$ cat src/rtl/pwm_timer_pkg.sv
package pwm_timer_pkg;

    localparam int CNT_W  = 8;
    localparam int PRE_W  = 6;
    localparam int SEL_W  = 2;
    localparam int ADDR_W = 2;
    localparam int DATA_W = 8;

    localparam logic [ADDR_W-1:0] A_RUN  = 2'd0;
    localparam logic [ADDR_W-1:0] A_MODE = 2'd1;
    localparam logic [ADDR_W-1:0] A_DUTY = 2'd2;
    localparam logic [ADDR_W-1:0] A_OUT  = 2'd3;

    localparam int B_RUN   = 0;
    localparam int B_NSEL  = 0;
    localparam int B_CSEL  = 2;
    localparam int B_CLR   = 0;
    localparam int B_INV   = 1;
    localparam int B_DBUF  = 2;

    typedef struct packed {
        logic              run;
        logic [SEL_W-1:0]  nsel;
        logic [SEL_W-1:0]  csel;
        logic [CNT_W-1:0]  cmp;
        logic [CNT_W-1:0]  hold;
        logic              inv;
        logic              dbuf;
    } cfg_t;

    typedef struct packed {
        logic [PRE_W-1:0] pre;
    } pre_t;

    typedef struct packed {
        logic [CNT_W-1:0] cnt;
    } cnt_t;

    typedef struct packed {
        logic ff;
    } ff_t;

endpackage

$ cat src/rtl/pwm_prescaler.sv
module pwm_prescaler
    import pwm_timer_pkg::*;
#(
    parameter int P_PRE_W = PRE_W,
    parameter int P_SEL_W = SEL_W,
    parameter int P_STEP  = 2
) (
    input  logic               clk,
    input  logic               rst_n,
    input  logic               run,
    input  logic [P_SEL_W-1:0] csel,
    output logic               tick
);
    localparam int N_OPT = 1 << P_SEL_W;

    logic [P_PRE_W-1:0] term [N_OPT];

    for (genvar g = 0; g < N_OPT; g++) begin : g_term
        localparam int SH = (P_STEP * g > P_PRE_W) ? P_PRE_W : P_STEP * g;
        assign term[g] = P_PRE_W'((1 << SH) - 1);
    end

    typedef struct packed {
        logic [P_PRE_W-1:0] pre;
    } st_t;

    st_t st_d, st_q;
    logic at_term;

    always_comb begin
        st_d    = st_q;
        at_term = (st_q.pre == term[csel]);
        tick    = run && at_term;
        if (!run) begin
            st_d.pre = '0;
        end else if (at_term) begin
            st_d.pre = '0;
        end else begin
            st_d.pre = st_q.pre + 1'b1;
        end
    end

    always_ff @(posedge clk or negedge rst_n) begin
        if (!rst_n) st_q <= '0;
        else        st_q <= st_d;
    end
endmodule

$ cat src/rtl/pwm_counter.sv
module pwm_counter
    import pwm_timer_pkg::*;
#(
    parameter int P_CNT_W  = CNT_W,
    parameter int P_SEL_W  = SEL_W,
    parameter int P_N_BASE = 6
) (
    input  logic               clk,
    input  logic               rst_n,
    input  logic               tick,
    input  logic               run_next,
    input  logic [P_SEL_W-1:0] nsel,
    input  logic [P_CNT_W-1:0] cmp_q,
    input  logic [P_CNT_W-1:0] hold_q,
    input  logic               dbuf_q,
    output logic [P_CNT_W-1:0] cnt,
    output logic               ovf,
    output logic               match
);
    localparam int N_OPT = 1 << P_SEL_W;

    logic [P_CNT_W-1:0] last [N_OPT];

    for (genvar g = 0; g < N_OPT; g++) begin : g_last
        localparam int NG = (P_N_BASE + g > P_CNT_W) ? P_CNT_W : P_N_BASE + g;
        assign last[g] = P_CNT_W'((1 << NG) - 1);
    end

    typedef struct packed {
        logic [P_CNT_W-1:0] cnt;
    } st_t;

    st_t st_d, st_q;
    logic [P_CNT_W-1:0] nxt;
    logic [P_CNT_W-1:0] cmp_eff;

    always_comb begin
        st_d    = st_q;
        ovf     = tick && (st_q.cnt >= last[nsel]);
        nxt     = ovf ? '0 : P_CNT_W'(st_q.cnt + 1'b1);
        cmp_eff = (ovf && dbuf_q) ? hold_q : cmp_q;
        match   = tick && (nxt == cmp_eff);
        if (!run_next) begin
            st_d.cnt = '0;
        end else if (tick) begin
            st_d.cnt = nxt;
        end
    end

    assign cnt = st_q.cnt;

    always_ff @(posedge clk or negedge rst_n) begin
        if (!rst_n) st_q <= '0;
        else        st_q <= st_d;
    end
endmodule

$ cat src/rtl/pwm_regfile.sv
module pwm_regfile
    import pwm_timer_pkg::*;
(
    input  logic              clk,
    input  logic              rst_n,
    input  logic              wr_en,
    input  logic [ADDR_W-1:0] wr_addr,
    input  logic [DATA_W-1:0] wr_data,
    input  logic              ovf,
    output cfg_t              cfg,
    output logic              run_next,
    output logic              clr_pulse
);
    localparam cfg_t CFG_RST = '{
        run:  1'b0,
        nsel: SEL_W'(1),
        csel: SEL_W'(2),
        cmp:  '0,
        hold: '0,
        inv:  1'b0,
        dbuf: 1'b0
    };

    cfg_t cfg_d, cfg_q;
    logic hit_run, hit_mode, hit_duty, hit_out;

    always_comb begin
        cfg_d     = cfg_q;
        hit_run   = wr_en && (wr_addr == A_RUN);
        hit_mode  = wr_en && (wr_addr == A_MODE);
        hit_duty  = wr_en && (wr_addr == A_DUTY);
        hit_out   = wr_en && (wr_addr == A_OUT);
        clr_pulse = hit_out && wr_data[B_CLR];

        if (hit_run) cfg_d.run = wr_data[B_RUN];

        if (hit_mode) begin
            cfg_d.nsel = wr_data[B_NSEL +: SEL_W];
            cfg_d.csel = wr_data[B_CSEL +: SEL_W];
        end

        if (hit_duty) cfg_d.hold = wr_data[CNT_W-1:0];

        if (hit_duty && !cfg_q.dbuf) begin
            cfg_d.cmp = wr_data[CNT_W-1:0];
        end else if (ovf && cfg_q.dbuf) begin
            cfg_d.cmp = cfg_q.hold;
        end

        if (hit_out) begin
            cfg_d.inv  = wr_data[B_INV];
            cfg_d.dbuf = wr_data[B_DBUF];
        end

        run_next = cfg_d.run;
    end

    assign cfg = cfg_q;

    always_ff @(posedge clk or negedge rst_n) begin
        if (!rst_n) cfg_q <= CFG_RST;
        else        cfg_q <= cfg_d;
    end
endmodule

$ cat src/rtl/pwm_outff.sv
module pwm_outff
    import pwm_timer_pkg::*;
(
    input  logic clk,
    input  logic rst_n,
    input  logic ovf,
    input  logic match,
    input  logic inv,
    input  logic clr,
    output logic q
);
    ff_t st_d, st_q;

    always_comb begin
        st_d = st_q;
        if (clr) begin
            st_d.ff = 1'b0;
        end else if (inv && (ovf ^ match)) begin
            st_d.ff = ~st_q.ff;
        end
    end

    assign q = st_q.ff;

    always_ff @(posedge clk or negedge rst_n) begin
        if (!rst_n) st_q <= '0;
        else        st_q <= st_d;
    end
endmodule

$ cat src/rtl/pwm8_dbuf_timer.sv
module pwm8_dbuf_timer
    import pwm_timer_pkg::*;
(
    input  logic              clk,
    input  logic              rst_n,
    input  logic              wr_en,
    input  logic [ADDR_W-1:0] wr_addr,
    input  logic [DATA_W-1:0] wr_data,
    output logic              pwm_out
);
    cfg_t             cfg_w;
    logic             run_next_w;
    logic             clr_w;
    logic             tick_w;
    logic             ovf_w;
    logic             match_w;
    logic [CNT_W-1:0] cnt_w;

    pwm_regfile u_regs (
        .clk       (clk),
        .rst_n     (rst_n),
        .wr_en     (wr_en),
        .wr_addr   (wr_addr),
        .wr_data   (wr_data),
        .ovf       (ovf_w),
        .cfg       (cfg_w),
        .run_next  (run_next_w),
        .clr_pulse (clr_w)
    );

    pwm_prescaler #(.P_PRE_W(PRE_W), .P_SEL_W(SEL_W), .P_STEP(2)) u_pre (
        .clk   (clk),
        .rst_n (rst_n),
        .run   (cfg_w.run),
        .csel  (cfg_w.csel),
        .tick  (tick_w)
    );

    pwm_counter #(.P_CNT_W(CNT_W), .P_SEL_W(SEL_W), .P_N_BASE(6)) u_cnt (
        .clk      (clk),
        .rst_n    (rst_n),
        .tick     (tick_w),
        .run_next (run_next_w),
        .nsel     (cfg_w.nsel),
        .cmp_q    (cfg_w.cmp),
        .hold_q   (cfg_w.hold),
        .dbuf_q   (cfg_w.dbuf),
        .cnt      (cnt_w),
        .ovf      (ovf_w),
        .match    (match_w)
    );

    pwm_outff u_ff (
        .clk   (clk),
        .rst_n (rst_n),
        .ovf   (ovf_w),
        .match (match_w),
        .inv   (cfg_w.inv),
        .clr   (clr_w),
        .q     (pwm_out)
    );
endmodule

$ cat config.mk
export PLATFORM = sky130hd
export DESIGN_NAME = pwm8_dbuf_timer
export DESIGN_NICKNAME = d
export VERILOG_FILES = /design/src/rtl/pwm_timer_pkg.sv /design/src/rtl/pwm_prescaler.sv /design/src/rtl/pwm_counter.sv /design/src/rtl/pwm_regfile.sv /design/src/rtl/pwm_outff.sv /design/src/rtl/pwm8_dbuf_timer.sv
export SDC_FILE = /design/constraint.sdc
export NUM_CORES = 1
export LEC_CHECK = 0
export BUFFER_PORTS_ARGS = -buffer_cell sky130_fd_sc_hd__buf_4
export CAP_MARGIN = 20
export CORE_ASPECT_RATIO = 0.8
export CORE_UTILIZATION = 45
export DETAILED_ROUTE_END_ITERATION = 8
export PLACE_DENSITY = 0.74
export SYNTH_ARGS = -nofsm -noshare
export SYNTH_HDL_FRONTEND = slang
export SYNTH_SLANG_ARGS = --single-unit
export TNS_END_PERCENT = 1
$ cat constraint.sdc
create_clock -name clk -period 8.35 [get_ports clk]
set_input_delay 1.2525 -clock clk [delete_from_list [all_inputs] [get_ports clk]]
set_output_delay 1.2525 -clock clk [all_outputs]
set_load 0.01 [all_outputs]
==> flow_metrics.env, run 1 <==
export IMPL_required_ns=8.56
export IMPL_wirelength_mm=4.20
export IMPL_grt_pass1_wl_mm=7.06
export IMPL_post_cts_setup_buffer_count=0
export IMPL_ant_nets=0
export IMPL_final_setup_tns_ns=0
export IMPL_pwr_share_comb_pct=18.4
export IMPL_grt_pass1_vias=1453
export IMPL_die_y_um=64.1
export IMPL_skew_ns=0.00461
export IMPL_cts_hold_buf=0
export IMPL_synth_top_area_cell="dfrtp_1"
export IMPL_gp_congestion=0.806
export IMPL_max_freq_mhz=300
export IMPL_tightest_slew_ns=0.749
export IMPL_setup_viol=0
export IMPL_syn_inst=215
export IMPL_grt_ovfl_total=0
export IMPL_drt_first_pass_iters=4
export IMPL_ys_types=48
export IMPL_p_per_area_nw_per_um2=229
export IMPL_p_switching_mw=0.158
export IMPL_yosysTopAreaCellShare_pct=41.5
export IMPL_synth_area_um2=2170
export IMPL_die_x_um=79.7
export IMPL_synth_main_ff_cell="dfrtp_1"
export IMPL_synth_seq_cells=38
export IMPL_critPathSlowestCell="a2111oi_4"
export IMPL_rsz0062_at_grt="false"
export IMPL_path_cells="ha_1, nand3_1, o21a_1, a2111oi_4, mux2i_1, xor2_1, o41a_1, or3_1, a2bb2oi_1"
export IMPL_cts_buffers=5
export IMPL_grt_use_total_pct=18.2
export IMPL_port_buffers=13
export IMPL_critPathCaptureType="flip-flop"
export IMPL_yosysSeqAreaShare_pct=43.9
export IMPL_area_growth_pct=11.2
export IMPL_path_class="flip-flop to flip-flop"
export IMPL_diodes=0
export IMPL_fill_cells=403
export IMPL_antenna_found_initial=0
export IMPL_use_met3_pct=5.14
export IMPL_cp_arrival_ns=3.55
export IMPL_r2r_slack_ns=5.01
export IMPL_start_kind="flip-flop"
export IMPL_post_route_util_pct=52.5
export IMPL_grt_start_max_net_pins=39
export IMPL_netlist_top_cells_area="dfrtp_1 (41%), mux2_2 (7.3%), o21ai_0 (5.3%)"
export IMPL_drv_slew=0
export IMPL_multiInputGateArea_um2=1130
export IMPL_clk_latency_ns=0.29
export IMPL_die_area_um2=5110
export IMPL_cts_sinks=38
export IMPL_internal_power_mw=0.394
export IMPL_use_met1_pct=27.6
export IMPL_status="finished, final reports clean"
export IMPL_hold_start="u_regs.cfg[20]"
export IMPL_synth_edf_count=0
export IMPL_cpPeakStageDelay_ns=0.65
export IMPL_use_met2_pct=25.9
export IMPL_rr_startpoint="u_cnt.cnt[0]"
export IMPL_rows=22
export IMPL_peakVddDrop_v=0.000138
export IMPL_wl_per_cell_um=14.6
export IMPL_fin_crit_sh_pct=40.0
export IMPL_path_clk_slew_ns=0.08
export IMPL_drive_above_1_share_pct=20.7
export IMPL_synth_nets=232
export IMPL_dpl_hpwl_mm=3.10
export IMPL_pwr_share_seq_pct=46.5
export IMPL_worst_hold_path_type="flip-flop to flip-flop"
export IMPL_slew_headroom_pct=49.9
export IMPL_core_area_um2=4600
export IMPL_crit_fanout=10
export IMPL_via_count=1604
export IMPL_postSynth_asyncResetShare_pct=100
export IMPL_clock_power_share_pct=35.0
export IMPL_cts_tree="built"
export IMPL_regArea_um2=953
export IMPL_hold_viol_final=0
export IMPL_yosys_warnings=0
export IMPL_period_needed_ns=3.34
export IMPL_syn_avg_cell_area_um2=10.1
export IMPL_cts_root_buffer="clkbuf_8"
export IMPL_sw_frac_of_total_pct=28.6
export IMPL_drtIter0Drc=113
export IMPL_drc=0
export IMPL_cts_resized=0
export IMPL_final_nets=243
export IMPL_cts_max_level=2
export IMPL_initial_utilization_pct=47.2
export IMPL_drv_cap=0
export IMPL_power_leakage_nw=1.00
export IMPL_viasPerCell=5.59
export IMPL_io_pin_count=14
export IMPL_clockBufferDepth=2
export IMPL_top_usage_layer="met1"
export IMPL_startpoint="u_cnt.cnt[0]"
## layout by cell type (no fill, tap or decap), types with 2 or more instances in the layout
cell type  Yosys  routed
nand2_1       20      20
nor3_1         3       3
dfstp_2        2       2
bufinv_16      0       2
xnor2_1        6       6
a211o_1        2       2
o31ai_1        4       4
dfrtp_1       36      36
nand2b_1       4       4
and3_1         4       4
inv_1          5       5
or3_2          2       2
o21ai_0       23      23
buf_4          1      13
clkbuf_8       2       6
mux2i_1        8       8
a21oi_1        6       6
ha_1           4       4
nor2_1        19      19
nand3b_1       2       2
xor2_1         7       7
nand3_1       11      11
mux2_2        14      14
## synthesized netlist by cell type, types with 5 or more instances
cell type,number
mux2i_1,8
inv_1,5
nand2_1,20
xnor2_1,6
nor2_1,19
mux2_2,14
a21oi_1,6
nand3_1,11
o21ai_0,23
dfrtp_1,36
xor2_1,7
## through the flow
| stage | hold WS, ns | area [um2] | power, mW | cells | setup WS [ns] |
|---|---|---|---|---|---|
| after detailed placement | 0.474 | 2270 | 0.361 | 279 | 5.09 |
| after global placement | 0.473 | 2270 | 0.357 | 279 | 5.21 |
| after global routing | 0.525 | 2410 | 0.580 | 287 | 4.78 |
| after floorplan | 0.461 | 2170 | 0.327 | 215 | 5.44 |
| final | 0.480 | 2410 | 0.552 | 287 | 5.01 |
| after CTS | 0.484 | 2410 | 0.555 | 287 | 5.04 |
## final cells by class
type / instances / area share (%)
Clock buffer: 6 / 3.42
Clock inverter: 2 / 2.49
Inverter: 5 / 0.778
Multi-Input combinational cell: 163 / 46.7
Sequential cell: 38 / 39.5
Tap cell: 60 / 3.11
Timing Repair Buffer: 13 / 4.04
## path summary, 6_finish.rpt
check | to | cells after the start
max reg2reg | u_ff.q | 9
max | u_ff.q | 9
max in group asynchronous | u_regs.cfg[20] | 1
min | u_regs.cfg[20] | 2
min in group asynchronous | u_pre.st_q[0] | 1
min reg2reg | u_regs.cfg[20] | 2
## routing by layer
layer  wire, um  part of all wire, %  up-vias
li1           -                    -      794
met1       2190                   52      775
met2       1840                   44       35
met3        169                  4.0        0
met4          0                    0        0
met5          0                    0        -
## worst max-delay path: cells and delay by family (launching register included)
family,cells,cell delay (ns)
AO/OA/AOI/OAI,4,1.45
flip-flops,1,0.48
AND/OR/NAND/NOR,2,0.45
adder cells (fa/ha/maj),1,0.41
multiplexers,1,0.36
XOR/XNOR,1,0.11
## sequential cells by signal, indices dropped and copies added, names as in the netlist
| signal | flops |
|---|---|
| u_regs.cfg | 23 |
| u_cnt.cnt | 8 |
| u_pre.st_q | 6 |
| u_ff.q | 1 |
## power by group through the flow
stage | registers, mW | logic, mW | clock network (mW)
floorplan | 0.245 | 0.0820 | 0
global route | 0.261 | 0.114 | 0.204
finish | 0.257 | 0.102 | 0.193
detailed placement | 0.259 | 0.102 | 0
CTS | 0.255 | 0.103 | 0.197
global placement | 0.257 | 0.0994 | 0
## cells by family after synthesis
kind of cell             Yosys count  synth area share, %
flip-flops                        38                 43.9
adder cells (fa/ha/maj)            4                 2.31
AND/OR/NAND/NOR                   77                 18.4
multiplexers                      22                 11.0
XOR/XNOR                          13                 5.24
AO/OA/AOI/OAI                     47                 14.9
buffers and inverters             14                 4.21
(Power assumes the default switching activity.)
==> run 2, diff against run 1 <==
==> constraint.sdc (replaced) <==
create_clock -name clk -period 3.3 [get_ports clk]
set_input_delay 0.495 -clock clk [delete_from_list [all_inputs] [get_ports clk]]
set_output_delay 0.495 -clock clk [all_outputs]
set_load 0.01 [all_outputs]
==> run 2 against run 1 <==
  * Sequential share of layout area down 0.16 points
  * Clock-buffer cell count down 1
  * Cell count up 0.70%
  * Die area unchanged
  * Worst setup slack worse by 4.7 ns
  * Clock power up 150%
  * Critical path depth unchanged
  * Critical endpoint unchanged
==> flow_metrics.env, run 2 (synthesized netlist as in run 1, its figures left out) <==
export IMPL_status="finished, final reports clean"
export IMPL_p_per_area_nw_per_um2=568
export IMPL_cp_arrival_ns=3.23
export IMPL_drv_slew=0
export IMPL_multiInputGateArea_um2=1130
export IMPL_dpl_cell_area_um2=2290
export IMPL_dpl_hpwl_mm=3.15
export IMPL_grt_pass1_vias=1552
export IMPL_skew_ns=0.0129
export IMPL_grt_start_max_net_pins=39
export IMPL_fin_crit_sh_pct=91.0
export IMPL_clk_latency_ns=0.30
export IMPL_fin_area_um2=2420
export IMPL_rows=22
export IMPL_rsz0062_at_grt="false"
export IMPL_clockBufferDepth=2
export IMPL_slew_headroom_pct=48.7
export IMPL_initial_utilization_pct=47.2
export IMPL_setup_viol=0
export IMPL_grt_pass1_wl_mm=7.38
export IMPL_drtIter0Drc=81
export IMPL_area_growth_pct=11.6
export IMPL_period_needed_ns=3.00
export IMPL_die_y_um=64.1
export IMPL_tightest_slew_ns=0.767
export IMPL_crit_fanout=10
export IMPL_largest_reg_flops=23
export IMPL_worst_hold_path_type="input port to async pin"
export IMPL_via_count=1587
export IMPL_cts_max_level=2
export IMPL_final_common_cell="dfrtp_1"
export IMPL_drc=0
export IMPL_viasPerCell=5.49
export IMPL_start_kind="flip-flop"
export IMPL_die_x_um=79.7
export IMPL_drv_cap=0
export IMPL_final_nets=245
export IMPL_cts_buffers=5
export IMPL_io_pin_count=14
export IMPL_fill_cells=408
export IMPL_port_buffers=13
export IMPL_grt_use_total_pct=19.2
export IMPL_hold_viol_final=0
export IMPL_cts_sinks=38
export IMPL_diodes=0
export IMPL_p_total_mw=1.38
export IMPL_final_setup_tns_ns=0
export IMPL_cts_root_buffer="clkbuf_8"
export IMPL_drt_first_pass_iters=4
export IMPL_grt_ovfl_total=0
export IMPL_required_ns=3.53
export IMPL_gp_congestion=0.864
export IMPL_power_leakage_nw=1.01
export IMPL_critPathCaptureType="flip-flop"
export IMPL_regArea_um2=953
export IMPL_wl_per_cell_um=14.8
export IMPL_setup_slack_ns=0.296
export IMPL_die_area_um2=5110
export IMPL_antenna_found_initial=0
export IMPL_cts_hold_buf=0
export IMPL_peakVddDrop_v=0.000339
export IMPL_path_class="flip-flop to flip-flop"
export IMPL_max_freq_mhz=333
export IMPL_pre_cts_slack_ns=0.238
export IMPL_wirelength_mm=4.26
export IMPL_post_cts_setup_buffer_count=0
export IMPL_cts_tree="built"
export IMPL_cts_resized=0
export IMPL_post_route_util_pct=52.7
export IMPL_ant_nets=0
export IMPL_path_clk_slew_ns=0.08
export IMPL_layout_common_cells="dfrtp_1 (36), o21ai_0 (22), nand2_1 (20)"
export IMPL_drive_above_1_share_pct=21.4
export IMPL_core_area_um2=4600
[run 2: cell count changes in the layout (fill, tap and decap cells not counted)]
cell / previous run / this run
buf_4: 13 / 15
clkbuf_8: 6 / 5
clkinv_4: 0 / 1
o21ai_0: 23 / 22
o21ai_1: 0 / 1
[run 2: path summary, 6_finish.rpt]
path	start	endpoint	slack, ns	depth (start not counted)
min reg2reg	u_regs.cfg[20]	u_regs.cfg[20]	0.51	2
max	u_cnt.cnt[0]	u_ff.q	0.30	9
min	rst_n	u_cnt.cnt[4]	0.15	1
max in group asynchronous	rst_n	u_regs.cfg[19]	2.79	1
min in group clk	wr_data[7]	u_regs.cfg[17]	0.41	3
max reg2reg	u_cnt.cnt[0]	u_ff.q	0.30	9
[run 2: per-layer routing]
layer / global-route usage (%) / routed length (um) / up-vias
met3: 5.71 / 142 / 2
met1: 27.7 / 2160 / 765
met5: 0 / 0 / -
li1: - / - / 795
met2: 28.0 / 1940 / 25
met4: 5.00 / 23 / 0
[run 2: stage by stage]
step / cells / hold slack, ns
2_1_floorplan: 215 / 0.199
3_3_place_gp: 281 / 0.470
3_5_place_dp: 281 / 0.492
4_1_cts: 289 / 0.164
5_1_grt: 289 / 0.182
6_report: 289 / 0.150
[run 2: worst max-delay path: stages (launching register included)]
cell,delay (ns)
dfrtp_1,0.47
ha_1,0.40
nand2_1,0.12
a32o_1,0.27
a211o_1,0.22
o41ai_1,0.34
o2111ai_1,0.20
o41a_1,0.46
or3_1,0.31
a2bb2oi_1,0.14
[run 2: report_power, final]
group | internal (mW) | leakage, nW | total, mW | switching (mW)
registers | 0.547 | 0.474 | 0.644 | 0.0964
clock network | 0.303 | 0.0683 | 0.477 | 0.174
logic | 0.128 | 0.468 | 0.257 | 0.129
[run 2: area by class of cell]
| type | instances | share of cell area, % |
|---|---|---|
| tap | 60 | 3.10 |
| timing repair buffer | 15 | 4.65 |
| clock buffer | 5 | 2.84 |
| multi-input combinational | 163 | 46.5 |
| inverter | 5 | 0.774 |
| sequential | 38 | 39.3 |
| clock inverter | 3 | 2.84 |
